$ cat config.mk
export PLATFORM = sky130hd
export DESIGN_NAME = hwmon_regs
export DESIGN_NICKNAME = d
export VERILOG_FILES = /design/src/rtl/hwmon_pkg.sv /design/src/rtl/hwmon_regfile.sv /design/src/rtl/hwmon_fan_scale.sv /design/src/rtl/hwmon_read_mux.sv /design/src/rtl/hwmon_regs.sv
export SDC_FILE = /design/constraint.sdc
export NUM_CORES = 1
export LEC_CHECK = 0
export BUFFER_PORTS_ARGS = -buffer_cell sky130_fd_sc_hd__clkbuf_2
export CORE_ASPECT_RATIO = 1.25
export CORE_MARGIN = 5
export CORE_UTILIZATION = 65
export CTS_CLUSTER_SIZE = 16
export DETAILED_ROUTE_END_ITERATION = 8
export PLACE_DENSITY_LB_ADDON = 0.25
export SLEW_MARGIN = 20
export SYNTH_ARGS = -nofsm -noshare
export SYNTH_HDL_FRONTEND = slang
export SYNTH_SLANG_ARGS = --single-unit
$ cat constraint.sdc
create_clock -name clk -period 6.05 [get_ports clk]
set_input_delay 1.21 -clock clk [delete_from_list [all_inputs] [get_ports clk]]
set_output_delay 1.21 -clock clk [all_outputs]
set_load 0.02 [all_outputs]
$ cat src/rtl/hwmon_pkg.sv
package hwmon_pkg;

  localparam int unsigned IDX_BITS = 5;
  localparam int unsigned NUM_REGS = 1 << IDX_BITS;

  typedef logic [IDX_BITS-1:0] reg_idx_t;

  localparam reg_idx_t IX_ID0     = 5'h00;
  localparam reg_idx_t IX_ID1     = 5'h01;
  localparam reg_idx_t IX_CFG     = 5'h03;
  localparam reg_idx_t IX_TEMP    = 5'h04;
  localparam reg_idx_t IX_LIM_A   = 5'h05;
  localparam reg_idx_t IX_LIM_B   = 5'h06;
  localparam reg_idx_t IX_FAN     = 5'h07;
  localparam reg_idx_t IX_FANLIM  = 5'h08;
  localparam reg_idx_t IX_WORD_LO = 5'h07;
  localparam reg_idx_t IX_WORD_HI = 5'h0C;
  localparam reg_idx_t IX_MIRSRC  = 5'h0A;
  localparam reg_idx_t IX_VOLT2   = 5'h0D;
  localparam reg_idx_t IX_FANDIV  = 5'h0F;
  localparam reg_idx_t IX_MASK7F  = 5'h11;
  localparam reg_idx_t IX_VOLT1   = 5'h13;
  localparam reg_idx_t IX_VOLT0   = 5'h14;
  localparam reg_idx_t IX_VOLT3   = 5'h15;

  localparam int unsigned CFG_INIT_BIT = 7;

  function automatic logic is_word(input reg_idx_t i);
    return (i >= IX_WORD_LO) && (i <= IX_WORD_HI);
  endfunction

  function automatic logic [15:0] reset_value(input reg_idx_t i);
    logic [15:0] v;
    case (i)
      IX_ID0, IX_ID1:         v = 16'h0080;
      IX_LIM_A:               v = 16'h00C7;
      IX_LIM_B:               v = 16'h00C2;
      IX_FANLIM:              v = 16'h6464;
      5'h09, 5'h0A, 5'h0B, 5'h0C: v = 16'hDAC5;
      IX_FANDIV:              v = 16'h00F8;
      default:                v = 16'h0000;
    endcase
    return v;
  endfunction

  function automatic logic [15:0] masked_write(input reg_idx_t i, input logic [15:0] d);
    logic [15:0] v;
    if (is_word(i))          v = d;
    else if (i == IX_CFG)    v = {8'h00, d[7:0] & 8'hFC};
    else if (i == IX_FANDIV) v = {8'h00, d[7:0] & 8'hF8};
    else if (i == IX_MASK7F) v = {8'h00, d[7:0] & 8'h7F};
    else                     v = {8'h00, d[7:0]};
    return v;
  endfunction

endpackage

$ cat src/rtl/hwmon_regfile.sv
module hwmon_regfile
  import hwmon_pkg::*;
#(
  parameter int unsigned DATA_W = 16
) (
  input  logic                             clk,
  input  logic                             rst_n,
  input  logic                             wr_en,
  input  reg_idx_t                         wr_idx,
  input  logic [DATA_W-1:0]                wr_data,
  output logic [NUM_REGS-1:0][DATA_W-1:0]  regs_q
);

  localparam int unsigned BYTE_W = DATA_W / 2;

  logic soft_init;
  assign soft_init = wr_en && (wr_idx == IX_CFG) && wr_data[CFG_INIT_BIT];

  for (genvar g = 0; g < NUM_REGS; g++) begin : g_entry
    localparam reg_idx_t MY_IDX = reg_idx_t'(g);
    logic hit;
    logic mirror_hit;
    assign hit = wr_en && (wr_idx == MY_IDX);
    if (MY_IDX == IX_VOLT1) begin : g_mirror
      assign mirror_hit = wr_en && (wr_idx == IX_MIRSRC);
    end else begin : g_plain
      assign mirror_hit = 1'b0;
    end

    always_ff @(posedge clk) begin
      if (!rst_n || soft_init) begin
        regs_q[g] <= reset_value(MY_IDX);
      end else if (hit) begin
        regs_q[g] <= masked_write(MY_IDX, wr_data);
      end else if (mirror_hit) begin
        regs_q[g] <= {{BYTE_W{1'b0}}, wr_data[BYTE_W-1:0]};
      end
    end
  end

  // soft reset brings configuration and divisor entries back
  p_soft_init_r8: assert property (@(posedge clk) disable iff (!rst_n)
    soft_init |=> (regs_q[IX_CFG] == '0) && (regs_q[IX_FANDIV] == 16'h00F8)
                  && (regs_q[IX_LIM_A] == 16'h00C7));

  // divisor entry never keeps its low three bits
  p_fandiv_mask_r7: assert property (@(posedge clk) disable iff (!rst_n)
    (wr_en && (wr_idx == IX_FANDIV)) |=> (regs_q[IX_FANDIV][2:0] == 3'b000));

  // byte entries keep an empty upper half
  p_byte_upper_r7: assert property (@(posedge clk) disable iff (!rst_n)
    (wr_en && !is_word(wr_idx) && !soft_init) |=> (regs_q[$past(wr_idx)][DATA_W-1:BYTE_W] == '0));

endmodule

$ cat src/rtl/hwmon_fan_scale.sv
module hwmon_fan_scale #(
  parameter int unsigned CNT_W  = 16,
  parameter int unsigned CODE_W = 8,
  parameter int unsigned SEL_W  = 2
) (
  input  logic              clk,
  input  logic              rst_n,
  input  logic [CNT_W-1:0]  count,
  input  logic [SEL_W-1:0]  sel,
  output logic [CODE_W-1:0] code
);

  localparam logic [CNT_W-1:0] CODE_MAX = CNT_W'((1 << CODE_W) - 1);

  logic [CNT_W-1:0] shifted;

  always_comb begin
    shifted = count >> sel;
    if (count == '0)            code = '0;
    else if (shifted == '0)     code = CODE_W'(1);
    else if (shifted > CODE_MAX) code = '1;
    else                        code = shifted[CODE_W-1:0];
  end

  // a running fan never reads as stopped, a stopped one always does
  p_fan_zero_r5: assert property (@(posedge clk) disable iff (!rst_n)
    (code == '0) == (count == '0));

  // the code never exceeds the undivided count
  p_fan_bound_r5: assert property (@(posedge clk) disable iff (!rst_n)
    (count != '0) |-> (CNT_W'(code) <= count));

endmodule

$ cat src/rtl/hwmon_read_mux.sv
module hwmon_read_mux
  import hwmon_pkg::*;
#(
  parameter int unsigned DATA_W   = 16,
  parameter int unsigned CODE_W   = 8,
  parameter int unsigned N_VOLT   = 4,
  parameter int unsigned TEMP_OFS = 119,
  parameter int unsigned VOLT_OFS = 13
) (
  input  logic                             clk,
  input  logic                             rst_n,
  input  reg_idx_t                         rd_idx,
  input  logic [NUM_REGS-1:0][DATA_W-1:0]  regs_q,
  input  logic [CODE_W-1:0]                temp_code,
  input  logic [1:0][CODE_W-1:0]           fan_code,
  input  logic [N_VOLT-1:0][CODE_W-1:0]    volt_code,
  output logic [DATA_W-1:0]                rd_word
);

  localparam int unsigned BYTE_W = DATA_W / 2;

  function automatic logic [CODE_W-1:0] sat_add(input logic [CODE_W-1:0] c);
    logic [CODE_W:0] s;
    s = {1'b0, c} + (CODE_W+1)'(VOLT_OFS);
    return s[CODE_W] ? '1 : s[CODE_W-1:0];
  endfunction

  logic [BYTE_W-1:0] byte_val;

  always_comb begin
    byte_val = regs_q[rd_idx][BYTE_W-1:0];
    case (rd_idx)
      IX_TEMP:  byte_val = temp_code + CODE_W'(TEMP_OFS);
      IX_VOLT0: byte_val = sat_add(volt_code[0]);
      IX_VOLT1: byte_val = sat_add(volt_code[1]);
      IX_VOLT2: byte_val = sat_add(volt_code[2]);
      IX_VOLT3: byte_val = sat_add(volt_code[3]);
      default:  ;
    endcase
    if (rd_idx == IX_FAN)      rd_word = {fan_code[0], fan_code[1]};
    else if (is_word(rd_idx))  rd_word = regs_q[rd_idx];
    else                       rd_word = {byte_val, byte_val};
  end

  // offset voltage never reads below the raw code
  p_volt_sat_r6: assert property (@(posedge clk) disable iff (!rst_n)
    (rd_idx == IX_VOLT0) |-> (rd_word[CODE_W-1:0] >= volt_code[0]));

  // fan view is built from the two scalers in fixed halves
  p_fan_pack_r5: assert property (@(posedge clk) disable iff (!rst_n)
    (rd_idx == IX_FAN) |-> (rd_word[DATA_W-1:BYTE_W] == fan_code[0]));

endmodule

$ cat src/rtl/hwmon_regs.sv
module hwmon_regs
  import hwmon_pkg::*;
#(
  parameter int unsigned REQ_IDX_W = 8,
  parameter int unsigned DATA_W    = 16,
  parameter int unsigned FAN_CNT_W = 16,
  parameter int unsigned CODE_W    = 8,
  parameter int unsigned TEMP_OFS  = 119,
  parameter int unsigned VOLT_OFS  = 13
) (
  input  logic                 clk,
  input  logic                 rst_n,
  input  logic                 req_valid,
  output logic                 req_ready,
  input  logic                 req_write,
  input  logic [REQ_IDX_W-1:0] req_index,
  input  logic [DATA_W-1:0]    req_wdata,
  output logic                 rsp_valid,
  input  logic                 rsp_ready,
  output logic [DATA_W-1:0]    rsp_rdata,
  input  logic [CODE_W-1:0]    temp_code,
  input  logic [FAN_CNT_W-1:0] fan0_count,
  input  logic [FAN_CNT_W-1:0] fan1_count,
  input  logic [CODE_W-1:0]    volt0_code,
  input  logic [CODE_W-1:0]    volt1_code,
  input  logic [CODE_W-1:0]    volt2_code,
  input  logic [CODE_W-1:0]    volt3_code
);

  localparam int unsigned N_FAN  = 2;
  localparam int unsigned N_VOLT = 4;
  localparam int unsigned SEL_W  = 2;
  localparam int unsigned BYTE_W = DATA_W / 2;

  logic                            accept;
  reg_idx_t                        idx;
  logic [NUM_REGS-1:0][DATA_W-1:0] regs_q;
  logic [N_FAN-1:0][FAN_CNT_W-1:0] fan_cnt;
  logic [N_FAN-1:0][CODE_W-1:0]    fan_code;
  logic [N_VOLT-1:0][CODE_W-1:0]   volt_code;
  logic [DATA_W-1:0]               rd_word;
  reg_idx_t                        rsp_idx;

  assign req_ready = !rsp_valid || rsp_ready;
  assign accept    = req_valid && req_ready;
  assign idx       = req_index[IDX_BITS-1:0];
  assign fan_cnt   = {fan1_count, fan0_count};
  assign volt_code = {volt3_code, volt2_code, volt1_code, volt0_code};

  hwmon_regfile #(.DATA_W(DATA_W)) u_regfile (
    .clk     (clk),
    .rst_n   (rst_n),
    .wr_en   (accept && req_write),
    .wr_idx  (idx),
    .wr_data (req_wdata),
    .regs_q  (regs_q)
  );

  for (genvar f = 0; f < N_FAN; f++) begin : g_fan
    hwmon_fan_scale #(
      .CNT_W  (FAN_CNT_W),
      .CODE_W (CODE_W),
      .SEL_W  (SEL_W)
    ) u_scale (
      .clk   (clk),
      .rst_n (rst_n),
      .count (fan_cnt[f]),
      .sel   (regs_q[IX_FANDIV][BYTE_W-1-SEL_W*f -: SEL_W]),
      .code  (fan_code[f])
    );
  end

  hwmon_read_mux #(
    .DATA_W   (DATA_W),
    .CODE_W   (CODE_W),
    .N_VOLT   (N_VOLT),
    .TEMP_OFS (TEMP_OFS),
    .VOLT_OFS (VOLT_OFS)
  ) u_rdmux (
    .clk       (clk),
    .rst_n     (rst_n),
    .rd_idx    (idx),
    .regs_q    (regs_q),
    .temp_code (temp_code),
    .fan_code  (fan_code),
    .volt_code (volt_code),
    .rd_word   (rd_word)
  );

  always_ff @(posedge clk) begin
    if (!rst_n) begin
      rsp_valid <= 1'b0;
      rsp_rdata <= '0;
      rsp_idx   <= '0;
    end else if (accept && !req_write) begin
      rsp_valid <= 1'b1;
      rsp_rdata <= rd_word;
      rsp_idx   <= idx;
    end else if (rsp_ready) begin
      rsp_valid <= 1'b0;
    end
  end

  // a stalled response keeps its data
  p_rsp_hold_r10: assert property (@(posedge clk) disable iff (!rst_n)
    (rsp_valid && !rsp_ready) |=> (rsp_valid && $stable(rsp_rdata)));

  // a write never produces a response
  p_write_silent_r10: assert property (@(posedge clk) disable iff (!rst_n)
    (req_valid && req_ready && req_write) |=> !rsp_valid);

  // byte-class responses repeat their low half
  p_byte_dup_r3: assert property (@(posedge clk) disable iff (!rst_n)
    (rsp_valid && !is_word(rsp_idx)) |-> (rsp_rdata[DATA_W-1:BYTE_W] == rsp_rdata[BYTE_W-1:0]));

endmodule

# Yosys cells after proc, flatten, opt, wreduce, memory -nomap -nowiden
# Cells that the tools add are included.
word_totals:
  register_bits: 315
  input_bits: 101
  output_inout_bits: 18
op_classes:
  n_addsub: 5
  magnitude_cmp: 5
  n_eq_ne: 31
  shift: 2
  n_mux: 19
  n_reduce_logical: 49
ops:
  columns: ["op", "count"]
  rows:
  - ["$mux W8", 12]
  - ["$bmux W16 S5", 1]
  - ["$eq A5 B5 Y1 const B", 16]
  - ["$logic_not A16 Y1", 4]
  - ["$mux W16", 3]
  - ["$eq A5 B4 Y1 const B", 8]
  - ["$pmux W8 S5", 1]
  - ["$logic_and A1 B1 Y1", 37]
  - ["$add A8 B4 Y9 const B", 4]
  - ["$gt A16 B8 Y1 const B", 2]
  - ["$shr A16 B2 Y16", 2]
  - ["$eq A5 B3 Y1 const B", 4]
  - ["$eq A5 B2 Y1 const B", 2]
  - ["$add A8 B7 Y8 const B", 1]
  - ["$lt A5 B6 Y1 const B", 1]
  - ["$eq A5 B1 Y1 const B", 1]
  - ["$ge A5 B3 Y1 const B", 1]
  - ["$le A5 B4 Y1 const B", 1]
  - ["$logic_not A5 Y1", 1]
  - ["$reduce_bool A2 Y1", 2]
  - ["$logic_not A1 Y1", 3]
  - ["$logic_or A1 B1 Y1", 2]
  - ["$mux W1", 2]

# Logic depth before layout (Yosys ltp)
depth:
  word_depth: 7
  depth_mapped: 10

# Modules after synthesis
# A second synthesis with hierarchy kept.
hier_totals:
  cells_unflattened: 2335
  hier_area_um2: 19173.4
modules_own_cells:
  columns: ["module", "n_inst", "cells_per_inst", "area_per_inst_um2"]
  rows:
  - ["hwmon_regfile", 1, 1633, 13296.5]
  - ["hwmon_read_mux", 1, 534, 4466.8]
  - ["hwmon_regs", 1, 76, 724.4]
  - ["hwmon_fan_scale", 2, 46, 342.8]

# Worst setup path before layout
# Ideal clock, no wire load.
synth_path:
  path_type: "input -> register"
  startpoint: "input port req_index[1]"
  endpoint: "register rsp_rdata[5]"
  setup_time_ns: 0.134
  arrival_time_ns: 2.826
  required_time_ns: 5.916
  path_slack_ns: 3.090
  stages: 8
  n_path_buf: 2
  path_cell_list: "buf_6 -> buf_6 -> mux4_2 -> a22o_1 -> a211oi_1 -> nor3b_1 -> o31ai_1 -> a31oi_1"
synth_via:
  elab_chain_cells: 5
  word_cells_on_any_way: 14
  classes_between: "order compare: 2; eq/ne: 6; mux: 5; reduce/logical: 1"
synth_lines:
  columns: ["element", "line_no", "source"]
  rows:
  - ["from (decl)", "hwmon_regs.sv:16", "input logic [REQ_IDX_W-1:0] req_index,"]
  - ["$bmux W16 S5", "hwmon_read_mux.sv:31, hwmon_read_mux.sv:41", null]
  - ["$mux W16 (implied by the code)", "hwmon_read_mux.sv:41", "else if (is_word(rd_idx)) rd_word = regs_q[rd_idx];"]
  - ["$pmux W8 S5", "hwmon_read_mux.sv:32", "case (rd_idx)"]
  - ["$mux W16", "hwmon_read_mux.sv:41", null]
  - ["$mux W16 (*)", "hwmon_read_mux.sv:40", "if (rd_idx == IX_FAN) rd_word = {fan_code[0], fan_code[1]};"]
  - ["to (signal assigned)", "hwmon_regs.sv:97", "rsp_rdata <= rd_word;"]
  - ["to (decl)", "hwmon_regs.sv:20", "output logic [DATA_W-1:0] rsp_rdata,"]
# Every way passes the cells marked *; elsewhere a longest branch is shown, timed or not. The select of a mux whose other input is x is not followed.
# A chain may end at the register's enable or synchronous reset.

# Final worst setup path
layout_path:
  startpoint: "input port req_index[1]"
  endpoint: "register u_regfile.regs_q[214] (netlist name)"
layout_via:
  elab_chain_cells: 4
  word_cells_on_any_way: 6
  classes_between: "eq/ne: 2; reduce/logical: 4"
layout_lines:
  columns: ["element", "line_no", "source"]
  rows:
  - ["$eq A5 B2 Y1", "hwmon_regfile.sv:17", "assign soft_init = wr_en && (wr_idx == IX_CFG) && wr_data[CFG_INIT_BIT];"]
  - ["$logic_and A1 B1 Y1 (2 in a row)", "hwmon_regfile.sv:17", null]
  - ["$logic_or A1 B1 Y1", "hwmon_regfile.sv:31", "if (!rst_n || soft_init) begin"]
  - ["to (signal, indexed assignment)", "hwmon_regfile.sv:32", "regs_q[g] <= reset_value(MY_IDX);"]
  - ["to (signal, indexed assignment)", "hwmon_regfile.sv:34", "regs_q[g] <= masked_write(MY_IDX, wr_data);"]
  - ["to (signal, indexed assignment)", "hwmon_regfile.sv:36", "regs_q[g] <= {{BYTE_W{1'b0}}, wr_data[BYTE_W-1:0]};"]
  - ["to (decl)", "hwmon_regfile.sv:11", "output logic [NUM_REGS-1:0][DATA_W-1:0] regs_q"]
# Parallel ways exist; a longest one is shown, timed or not.

==> impl_results.md <==
- Status: finished, final reports clean
- DP HPWL: around 30 mm
- CTS H-tree depth: 1
- Final GP Congestion: about 0.97
- Drc violations: 0
- Maxcap violations: 0
- Cells after synthesis: about 1700
- Logic pwr share: approximately a tenth
- Slew margin rel.: about 29%
- Routed Antenna Nets: 0
- Top post-synthesis cells by count: 311 x dfxtp_1, 271 x nand2_1, 200 x nor2_1, 189 x mux2i_1, 107 x a21oi_1
- Post_cts resized: 0
- Via-to-Cell Ratio: roughly 6.4
- Initial detailed-routing violation count: roughly 1400
- Remaining Overflow, GRT: 0
- Fillcell total: about 1800
- Internal power: 0.003198 W
- Final Skew: 0.01270 ns
- Final Max Slew Viols: 0
- WS Path Type: input pin to register
- CP Cell Sequence: buf_4, buf_4, nand2_2, nor3_4, nand2_1, nand2_4, buf_12, nor2_1
- Core area: between 20000 and 25000 sq um
- Number of global-route vias before repair: roughly 13000
- PwrDens: 248.7 nW/um^2
- YS warnings: 0
- Syn nets: roughly 1800
- CP required: around 6.5 ns
- Worst slack at placement: 1.727 ns
- Rows: between 60 and 70
- Drt total wl: 44.57 mm
- Met1 Use GR: roughly 39%
- WL/cell: between 20 and 25 um
- Worst Hold Class: register to register
- Global-route wire length before repair: ~70 mm
- Fraction of power spent switching nets: between 20% and 30%
- Final setup vio count: 0
- Starting Density: about 66%
- CTS Root Cell: clkbuf_16
- Crit-path slowest cell: nor3_4
- Sequential share of the synthesized area: 39.38%
- Setup Buffers After CTS: 0
- Delay of the slowest critical-path stage: 0.58 ns
- Endpoint class of the critical path: register
- Cts-stage hold buffer count: 0
- Sw power: ~0.0011 W
- RSZ-0062 raised after global routing: false
- Fmax: 264.8 MHz
- Final worst slack: between 2 and 2.5 ns
- Lkg Pwr: ~6.3 nW
- Synth Flop Type: dfxtp_1
- Largest net degree at the start of global routing: 140
- Nets@finish: about 1900
- Endpoints failing hold: 0
- Buffers on Ports: 115
- Worst-Margin Slew: approximately 1.1 ns
- Most used cell, CP: buf_4
- Clock power frac: a little over two fifths
- Final Power: approximately 0.0043 W
- Critical path fanouts, max: around 140
- Clock slew at reported path FFs: 0.07 ns
- Period utilization: between 60% and 70%
- Sequential share of power: between 40% and 50%
- Initial antenna violation count: 0
- Via count: roughly 14000
- Num CTS Buffers: 30
- M2 GR Usage: 54.31%
- Drt pass-1 iters: 6
- GRT busiest layer: met2
- Die area: 27560 sq um
- Crit path DAT: approximately 4.2 ns
- Top cells by area, synth: dfxtp_1 39%, mux2i_1 12%, mux4_2 12%
- #FFs+latches synth: roughly 310
- Setup TNS Final: 0 ns
- Die X: approximately 150 um
- Synth top area share: a little under 40%
- Antenna cells: 0
- Met3 Track Usage GR: about 5.5%
- Maximum vdd drop: about 0.25 mV
- Clock sink count: ~310
- FFs w/ async S/R, synth: 0%
- IO Pins: roughly 120
- Cell variety after synth: 82
- Avg Synthesized Cell Area: between 9 and 10 sq um
- Largest area contributor in the netlist: dfxtp_1
- Clk buf depth: 3
- Die height: about 180 um
- Syn Std Cell Area: ~16000 sq um
- P&R area growth vs syn: 9.093%
- Post-synth EDFFs: 0
- Cell with the most instances after synthesis: dfxtp_1
- Layout cells sized above 1: roughly 17%
- Clock Latency Late Sink: 0.56 ns
- Startpoint Class: input pin
- CTS tree: done
- Tmin final: between 3 and 4 ns
- Tot GR Track Use: between 30% and 40%
==> worst max-delay path, delay by kind of cell <==
kind | cells | cell delay, ns
simple gates | 5 | 1.34
buf+inv | 3 | 1.42
==> layout make-up <==
class | count | area, sq um | area share (%)
clock buffer | 36 | 803.3 | 4.657
clock inverter | 17 | 136.4 | 0.7907
inverter | 19 | 71.32 | 0.4135
multi-input combinational | 1256 | 8833 | 51.22
sequential | 311 | 6226 | 36.10
tap | 325 | 406.6 | 2.358
timing repair buffer | 137 | 770.7 | 4.469
==> power by group through the flow <==
stage | combinational [W] | clock, W | sequential, W
final | 0.000420 | 0.00180 | 0.00207
after global routing | 0.000448 | 0.00189 | 0.00207
after CTS | 0.000413 | 0.00181 | 0.00207
after detailed placement | 0.000410 | 0 | 0.00212
after global placement | 0.000404 | 0 | 0.00212
after floorplan | 0.000271 | 0 | 0.00213
==> state kept, by name (all words and copies together), names as in the netlist <==
register	cells
rsp_rdata	16
u_regfile.regs_q	294
rsp_valid	1
==> metrics by stage <==
stage	cell area, sq um	utilization (%)	hold WS [ns]	std cells
3_3_place_gp	16310	68.27	0.4141	2048
6_report	17250	72.21	0.4436	2101
2_1_floorplan	15810	-	0.4065	1715
4_1_cts	17250	72.21	0.4406	2101
5_1_grt	17250	72.21	0.4524	2101
3_5_place_dp	16310	68.27	0.4282	2048
==> layout by cell type (no fill, tap or decap), types with 10 or more instances in the layout <==
cell type,Yosys,final
nor4_1,13,12
buf_4,21,22
mux2i_1,189,189
a31oi_1,15,15
mux4_2,83,83
o21ai_0,69,69
nand2b_1,15,15
clkinv_2,0,10
nand3_1,71,71
a22oi_1,10,10
nor3_1,19,18
nor2b_1,11,11
nor2_1,200,200
clkbuf_16,0,30
inv_1,17,17
clkbuf_2,0,113
nand2_1,271,270
a21oi_1,107,107
dfxtp_1,311,311
==> layer usage <==
metal / vias to the layer above / wire length (um)
li1: 6214 / -
met1: 6446 / 16520
met2: 698 / 21430
met3: 152 / 4162
met4: 0 / 2456
met5: - / 0
==> path summary, 6_finish.rpt <==
| check | slack, ns | cells past startpoint | startpoint | endpoint |
|---|---|---|---|---|
| worst min-delay path | 0.44 | 2 | u_regfile.regs_q[55] | u_regfile.regs_q[55] |
| worst max register to register | 3.34 | 7 | rsp_valid | u_regfile.regs_q[214] |
| worst min register to register | 0.44 | 2 | u_regfile.regs_q[55] | u_regfile.regs_q[55] |
| worst max-delay path | 2.27 | 8 | req_index[1] | u_regfile.regs_q[214] |
==> cell families (layout without fill, tap and decap cells) <==
| kind of cell | after synthesis | after routing | synth area share, % |
|---|---|---|---|
| multiplexers | 276 | 276 | 24.07 |
| AO/OA/AOI/OAI | 287 | 287 | 11.25 |
| adder cells (fa/ha/maj) | 5 | 5 | 0.3957 |
| AND/OR/NAND/NOR | 676 | 676 | 19.36 |
| flip-flops | 311 | 311 | 39.38 |
| XOR/XNOR | 12 | 12 | 0.6648 |
| buffers and inverters | 148 | 209 | 4.883 |
No activity file was read; power rests on OpenSTA's default activity.
